**config.mk**
```make
export PLATFORM = sky130hd
export DESIGN_NAME = pata_strobe_gen
export DESIGN_NICKNAME = d
export VERILOG_FILES = /design/src/rtl/pata_strobe_pkg.sv /design/src/rtl/pata_cfg_bank.sv /design/src/rtl/pata_strobe_fsm.sv /design/src/rtl/pata_strobe_gen.sv
export SDC_FILE = /design/constraint.sdc
export NUM_CORES = 1
export LEC_CHECK = 0
export BUFFER_PORTS_ARGS = -buffer_cell sky130_fd_sc_hd__clkbuf_2
export CORE_MARGIN = 2
export CORE_UTILIZATION = 42
export DETAILED_ROUTE_END_ITERATION = 6
export PLACE_DENSITY = 0.62
export SLEW_MARGIN = 30
export SYNTH_ARGS = -nofsm -noshare
export SYNTH_HDL_FRONTEND = slang
export SYNTH_SLANG_ARGS = --single-unit
```
**constraint.sdc**
```tcl
create_clock -name clk -period 2.2 [get_ports clk]
set_clock_uncertainty 0.1 [all_clocks]
set_input_delay 0.22 -clock clk [delete_from_list [all_inputs] [get_ports clk]]
set_output_delay 0.22 -clock clk [all_outputs]
set_load 0.02 [all_outputs]
```
**src/rtl/pata_strobe_pkg.sv**
```systemverilog
package pata_strobe_pkg;

    localparam int WORD_W  = 32;

    // field positions inside the packed timing word
    localparam int DREC_LSB = 0;
    localparam int DACT_LSB = 4;
    localparam int TREC_LSB = 9;
    localparam int TACT_LSB = 13;
    localparam int DSU_LSB  = 22;
    localparam int TSU_LSB  = 25;

    localparam int REC_W = 4;
    localparam int ACT_W = 5;
    localparam int SU_W  = 3;

    localparam logic [WORD_W-1:0] MASK_PIO   = 32'hCFC3_FFFF;
    localparam logic [WORD_W-1:0] MASK_MWDMA = 32'h31C0_01FF;
    localparam logic [WORD_W-1:0] MASK_UDMA  = 32'h303C_0000;

    typedef enum logic [1:0] {
        CLS_PIO   = 2'd0,
        CLS_MWDMA = 2'd1,
        CLS_UDMA  = 2'd2,
        CLS_NONE  = 2'd3
    } cfg_class_e;

    typedef enum logic [2:0] {
        ST_IDLE,
        ST_SETUP,
        ST_ACTIVE,
        ST_RECOVER,
        ST_HANDOFF
    } strobe_state_e;

    typedef struct packed {
        logic [SU_W-1:0]  setup;
        logic [ACT_W-1:0] active;
        logic [REC_W-1:0] recover;
    } phase_times_t;

    function automatic phase_times_t decode_times(input logic [WORD_W-1:0] w,
                                                  input logic tf);
        phase_times_t t;
        if (tf) begin
            t.setup   = w[TSU_LSB  +: SU_W];
            t.active  = w[TACT_LSB +: ACT_W];
            t.recover = w[TREC_LSB +: REC_W];
        end else begin
            t.setup   = w[DSU_LSB  +: SU_W];
            t.active  = w[DACT_LSB +: ACT_W];
            t.recover = w[DREC_LSB +: REC_W];
        end
        return t;
    endfunction

    function automatic logic [WORD_W-1:0] class_mask(input cfg_class_e c);
        logic [WORD_W-1:0] m;
        unique case (c)
            CLS_PIO:   m = MASK_PIO;
            CLS_MWDMA: m = MASK_MWDMA;
            CLS_UDMA:  m = MASK_UDMA;
            default:   m = '0;
        endcase
        return m;
    endfunction

endpackage

```
**src/rtl/pata_cfg_bank.sv**
```systemverilog
module pata_cfg_bank
    import pata_strobe_pkg::*;
#(
    parameter int                NUM_DEV    = 2,
    parameter int                DEV_W      = 1,
    parameter logic [WORD_W-1:0] RESET_WORD = 32'h0681_4EA7
) (
    input  logic                      clk,
    input  logic                      rst_n,
    input  logic                      wr_en,
    input  logic [DEV_W-1:0]          wr_dev,
    input  logic [1:0]                wr_class,
    input  logic [WORD_W-1:0]         wr_data,
    input  logic [DEV_W-1:0]          sel_dev,
    output logic [WORD_W-1:0]         sel_word,
    output logic [NUM_DEV*WORD_W-1:0] all_words
);

    logic [WORD_W-1:0] wmask;
    assign wmask = class_mask(cfg_class_e'(wr_class));

    for (genvar g = 0; g < NUM_DEV; g++) begin : g_dev
        logic [WORD_W-1:0] word_q;
        always_ff @(posedge clk) begin
            if (!rst_n) begin
                word_q <= RESET_WORD;
            end else if (wr_en && (wr_dev == DEV_W'(g))) begin
                word_q <= (word_q & ~wmask) | (wr_data & wmask);
            end
        end
        assign all_words[g*WORD_W +: WORD_W] = word_q;
    end

    always_comb begin
        sel_word = '0;
        for (int i = 0; i < NUM_DEV; i++) begin
            if (sel_dev == DEV_W'(i)) begin
                sel_word = all_words[i*WORD_W +: WORD_W];
            end
        end
    end

endmodule

```
**src/rtl/pata_strobe_fsm.sv**
```systemverilog
module pata_strobe_fsm
    import pata_strobe_pkg::*;
(
    input  logic              clk,
    input  logic              rst_n,
    input  logic              req,
    input  logic              req_tf,
    input  logic              req_wr,
    input  logic [WORD_W-1:0] cfg_word,
    output logic              rd_n,
    output logic              wr_n,
    output logic              done,
    output strobe_state_e     phase
);

    localparam int AR_W  = (ACT_W > REC_W) ? ACT_W : REC_W;
    localparam int CNT_W = (AR_W > SU_W) ? AR_W : SU_W;

    strobe_state_e    state_q, state_d;
    logic [CNT_W-1:0] cnt_q, cnt_d;
    phase_times_t     lat_q, lat_d, in_t;
    logic             wr_q, wr_d;
    logic             last;

    assign in_t  = decode_times(cfg_word, req_tf);
    assign last  = (cnt_q == '0);
    assign phase = state_q;

    // state register
    always_ff @(posedge clk) begin
        if (!rst_n) begin
            state_q <= ST_IDLE;
            cnt_q   <= '0;
            lat_q   <= '0;
            wr_q    <= 1'b0;
        end else begin
            state_q <= state_d;
            cnt_q   <= cnt_d;
            lat_q   <= lat_d;
            wr_q    <= wr_d;
        end
    end

    // next state
    always_comb begin
        state_d = state_q;
        cnt_d   = cnt_q;
        lat_d   = lat_q;
        wr_d    = wr_q;
        unique case (state_q)
            ST_IDLE: begin
                if (req) begin
                    state_d = ST_SETUP;
                    cnt_d   = CNT_W'(in_t.setup);
                    lat_d   = in_t;
                    wr_d    = req_wr;
                end
            end
            ST_SETUP: begin
                if (last) begin
                    state_d = ST_ACTIVE;
                    cnt_d   = CNT_W'(lat_q.active);
                end else begin
                    cnt_d = cnt_q - CNT_W'(1);
                end
            end
            ST_ACTIVE: begin
                if (last) begin
                    state_d = ST_RECOVER;
                    cnt_d   = CNT_W'(lat_q.recover);
                end else begin
                    cnt_d = cnt_q - CNT_W'(1);
                end
            end
            ST_RECOVER: begin
                if (last) begin
                    state_d = ST_HANDOFF;
                end else begin
                    cnt_d = cnt_q - CNT_W'(1);
                end
            end
            ST_HANDOFF: begin
                if (req) begin
                    state_d = ST_ACTIVE;
                    cnt_d   = CNT_W'(in_t.active);
                    lat_d   = in_t;
                    wr_d    = req_wr;
                end else begin
                    state_d = ST_IDLE;
                end
            end
            default: state_d = ST_IDLE;
        endcase
    end

    // outputs
    always_comb begin
        rd_n = 1'b1;
        wr_n = 1'b1;
        done = 1'b0;
        unique case (state_q)
            ST_ACTIVE: begin
                if (wr_q) wr_n = 1'b0;
                else      rd_n = 1'b0;
            end
            ST_RECOVER: done = last;
            default: ;
        endcase
    end

endmodule

```
**src/rtl/pata_strobe_gen.sv**
```systemverilog
module pata_strobe_gen
    import pata_strobe_pkg::*;
#(
    parameter int          NUM_DEV    = 2,
    parameter int          DEV_W      = (NUM_DEV > 1) ? $clog2(NUM_DEV) : 1,
    parameter logic [31:0] RESET_WORD = 32'h0681_4EA7
) (
    input  logic             clk,
    input  logic             rst_n,
    input  logic             cfg_we,
    input  logic [DEV_W-1:0] cfg_dev,
    input  logic [1:0]       cfg_class,
    input  logic [31:0]      cfg_wdata,
    input  logic             req,
    input  logic [DEV_W-1:0] req_dev,
    input  logic             req_tf,
    input  logic             req_wr,
    output logic             rd_n,
    output logic             wr_n,
    output logic             done
);

    logic [NUM_DEV*WORD_W-1:0] dev_words;
    logic [WORD_W-1:0]         cur_word;
    strobe_state_e             phase;

    pata_cfg_bank #(
        .NUM_DEV    (NUM_DEV),
        .DEV_W      (DEV_W),
        .RESET_WORD (RESET_WORD)
    ) u_bank (
        .clk       (clk),
        .rst_n     (rst_n),
        .wr_en     (cfg_we),
        .wr_dev    (cfg_dev),
        .wr_class  (cfg_class),
        .wr_data   (cfg_wdata),
        .sel_dev   (req_dev),
        .sel_word  (cur_word),
        .all_words (dev_words)
    );

    pata_strobe_fsm u_fsm (
        .clk      (clk),
        .rst_n    (rst_n),
        .req      (req),
        .req_tf   (req_tf),
        .req_wr   (req_wr),
        .cfg_word (cur_word),
        .rd_n     (rd_n),
        .wr_n     (wr_n),
        .done     (done),
        .phase    (phase)
    );

endmodule

```
==> results.json <==
{
  "outcome": "completed",
  "yosysMostFrequentCell": "nand2_1",
  "drt-total-wl_mm": 7.63,
  "syn_area_sq_um": 3100,
  "yosysUniqueCellTypes": 42,
  "synth_area_leaders": "dfxtp_1 43%, nand2_1 15%, mux4_2 8.7%, a21boi_0 8.0%, nand3_1 4.8%",
  "leakage_uw": 0.00150,
  "die_h_um": 89.9,
  "hold_path_class": "in2reg",
  "ys_seq_area_frac": 0.426,
  "routedWlPerCell_um": 14.8,
  "hold_viol": 0,
  "slew_viol_final": 0,
  "hold_end": "u_fsm.wr_q$_SDFFE_PN0P_",
  "multi_input_area_sq_um": 1660,
  "drive_gt1_frac": 0.194,
  "r2r-end": "u_fsm.cnt_q[0]$_SDFFE_PN0P_",
  "placedInstanceArea_sq_um": 3400,
  "yosys-top-cells-count": "125 x nand2_1, 66 x dfxtp_1, 33 x a21boi_0",
  "syn_area_per_cell_sq_um": 8.42,
  "grt_setup_unrepaired": "false",
  "cts_sinks": 66,
  "fill_cells": 728,
  "powerDensity_nw_per_um2": 955,
  "antenna_found_initial": 0,
  "rows": 31,
  "route.detailed.drc": 0,
  "cts_buffers": 9,
  "synth_xor_xnor_area_share": 0.00565,
  "crit_required_ns": 2.33,
  "cts_tree": "done",
  "drt_iter0_drc": 147,
  "hold_path.startpoint": "req_wr",
  "dr.pass1.iters": 6,
  "reg2reg_from": "u_fsm.cnt_q[0]$_SDFFE_PN0P_",
  "critical-path-max-stage-delay_ns": 0.36,
  "synth_top_area_frac": 0.426,
  "tightest_slew_ns": 0.629,
  "synthMuxAreaShare": 0.0908,
  "r2r_cells": 8,
  "synth_top_family_by_area": "simple AND/OR/NAND/NOR gates",
  "syn_inst": 368,
  "nNetsFinal": 457,
  "dieArea_sq_um": 8080,
  "synth_ff_type": "dfxtp_1",
  "start_util": 0.430,
  "r2r_setup_slack_ns": 0.17,
  "synth_fa_ha_area_frac": 0.0113,
  "htree_levels": 3,
  "yosys_warnings": 0,
  "setup_slack_ns": 0.173,
  "vias": 2668,
  "grt_pass1_vias": 2545,
  "ant_nets": 0,
  "die_x_um": 89.9,
  "clk_path_buf_depth": 2,
  "grt_pass1_wl_mm": 12.8,
  "cp-end-kind": "flop",
  "maxCapViolCount": 0,
  "via_per_inst": 5.16,
  "place_congestion": 0.871,
  "diodes": 0,
  "period_share": 0.922,
  "period_needed_ns": 2.03,
  "hold_depth": 3,
  "path_class": "reg2reg",
  "synth_compound_area_frac": 0.143,
  "synth-edff-count": 0,
  "setup-tns-final_ns": 0,
  "ys_ff_latch": 66,
  "crit_buf_inv": 2,
  "synth_area_leader_cell": "dfxtp_1",
  "crit_family": "compound AO/OA/AOI/OAI gates",
  "cts_resized": 0,
  "clock-root-buffer": "clkbuf_8",
  "setup-violations-final": 0,
  "synth-simple-area-share": 0.285,
  "fin_area_sq_um": 3690,
  "cp_max_fo": 7,
  "syn_nets": 412,
  "seq_area_sq_um": 1320,
  "ys_async_sr_fraction": 0,
  "post-place-ws_ns": 0.187,
  "pin_count": 45,
  "fmaxAchievable_mhz": 493,
  "slew-limit-headroom": 0.581,
  "syn_to_final_growth_pct": 18.9,
  "crit_arrival_ns": 2.16,
  "startpoint_type": "flop",
  "track_usage": 0.199,
  "core_area_sq_um": 7210,
  "grt_max_degree": 56,
  "crit_slowest_cell": "a211oi_4",
  "grt_overflow": 0,
  "crit_chain": "inv_1, ha_1, nor4b_4, buf_4, a21oi_2, a211oi_4, nor3b_1, a32o_1",
  "clock_latency_ns": 0.34,
  "dp_hpwl_mm": 5.12,
  "ir_worst_vdd_uv": 557,
  "io_buffer_count": 36,
  "worst_setup_hold_path_clk_slew_ns": 0.07
}
metal layers:
layer  GRT usage  part of all wire  vias to the layer above
met5           0                 0                        -
met4      0.0718             0.011                        0
met1       0.265              0.46                     1256
met2       0.322              0.49                       58
li1            -                 -                     1346
met3      0.0427             0.039                        8
layout make-up:
type	count	share of cell area
timing repair buffer	56	0.0984
multi-input combinational	274	0.450
inverter	6	0.00611
clock buffer	11	0.0384
tap	99	0.0336
clock inverter	5	0.0146
sequential	66	0.358
power by group:
part           total (uW)  switching, uW  internal [uW]  leakage, uW
clock                 998            447            550     0.000103
sequential           1430            125           1310     0.000539
combinational        1090            611            480     0.000853
total                3520           1180           2340      0.00150
logic make-up (layout without fill, tap and decap cells):
| kind of cell | Yosys count | count (layout) |
|---|---|---|
| AND/OR/NAND/NOR | 196 | 196 |
| flip-flops | 66 | 66 |
| AO/OA/AOI/OAI | 60 | 60 |
| buffers and inverters | 28 | 78 |
| multiplexers | 13 | 13 |
| adder cells (fa/ha/maj) | 3 | 3 |
| XOR/XNOR | 2 | 2 |
repair_timing:
action	in CTS	in global routing
endpoints found under the hold margin	9	1
endpoints found under the setup margin	1	0
hold buffers	7	1
setup buffers	1	0
placed cells by master, fill, tap and decap left out, types with 4 or more instances in the layout:
master / n
nand3_1: 30
a21oi_1: 6
nand2_1: 125
dlygate4sd3_1: 8
o31ai_1: 4
dfxtp_1: 66
nand2b_1: 4
buf_4: 11
clkbuf_2: 36
a21boi_0: 33
inv_1: 6
o21ai_0: 6
nor3_1: 4
nor3b_1: 5
clkbuf_8: 10
nor2_1: 9
mux4_2: 12
worst reg2reg max path, delay by kind of cell, from the launching register on:
| family | cells | cell delay (ns) |
|---|---|---|
| AND/OR/NAND/NOR | 2 | 0.36 |
| adder cells (fa/ha/maj) | 1 | 0.19 |
| buffers and inverters | 2 | 0.30 |
| AO/OA/AOI/OAI | 3 | 0.65 |
| flip-flops | 1 | 0.32 |
per-stage QoR:
step,instances,hold WS (ns),power [uW],utilization
global route,517,0.000423,3750,0.511
finish,517,0.0190,3520,0.511
global placement,492,0.345,2480,0.472
CTS,516,0.00370,3550,0.510
floorplan,368,0.244,2220,-
detailed placement,492,0.353,2500,0.472
how the worst max path moves through the flow:
stage,from,end,cells past startpoint
after global placement,u_fsm.cnt_q[0]$_SDFFE_PN0P_,u_fsm.cnt_q[0]$_SDFFE_PN0P_,7
after CTS,u_fsm.cnt_q[0]$_SDFFE_PN0P_,done,6
final,u_fsm.cnt_q[0]$_SDFFE_PN0P_,u_fsm.cnt_q[0]$_SDFFE_PN0P_,8
after global routing,u_fsm.cnt_q[0]$_SDFFE_PN0P_,u_fsm.cnt_q[0]$_SDFFE_PN0P_,8
after floorplan,u_fsm.cnt_q[0]$_SDFFE_PN0P_,u_fsm.cnt_q[0]$_SDFFE_PN0P_,7
after detailed placement,u_fsm.cnt_q[0]$_SDFFE_PN0P_,u_fsm.cnt_q[0]$_SDFFE_PN0P_,7
No activity file was read; power rests on OpenSTA's default activity.
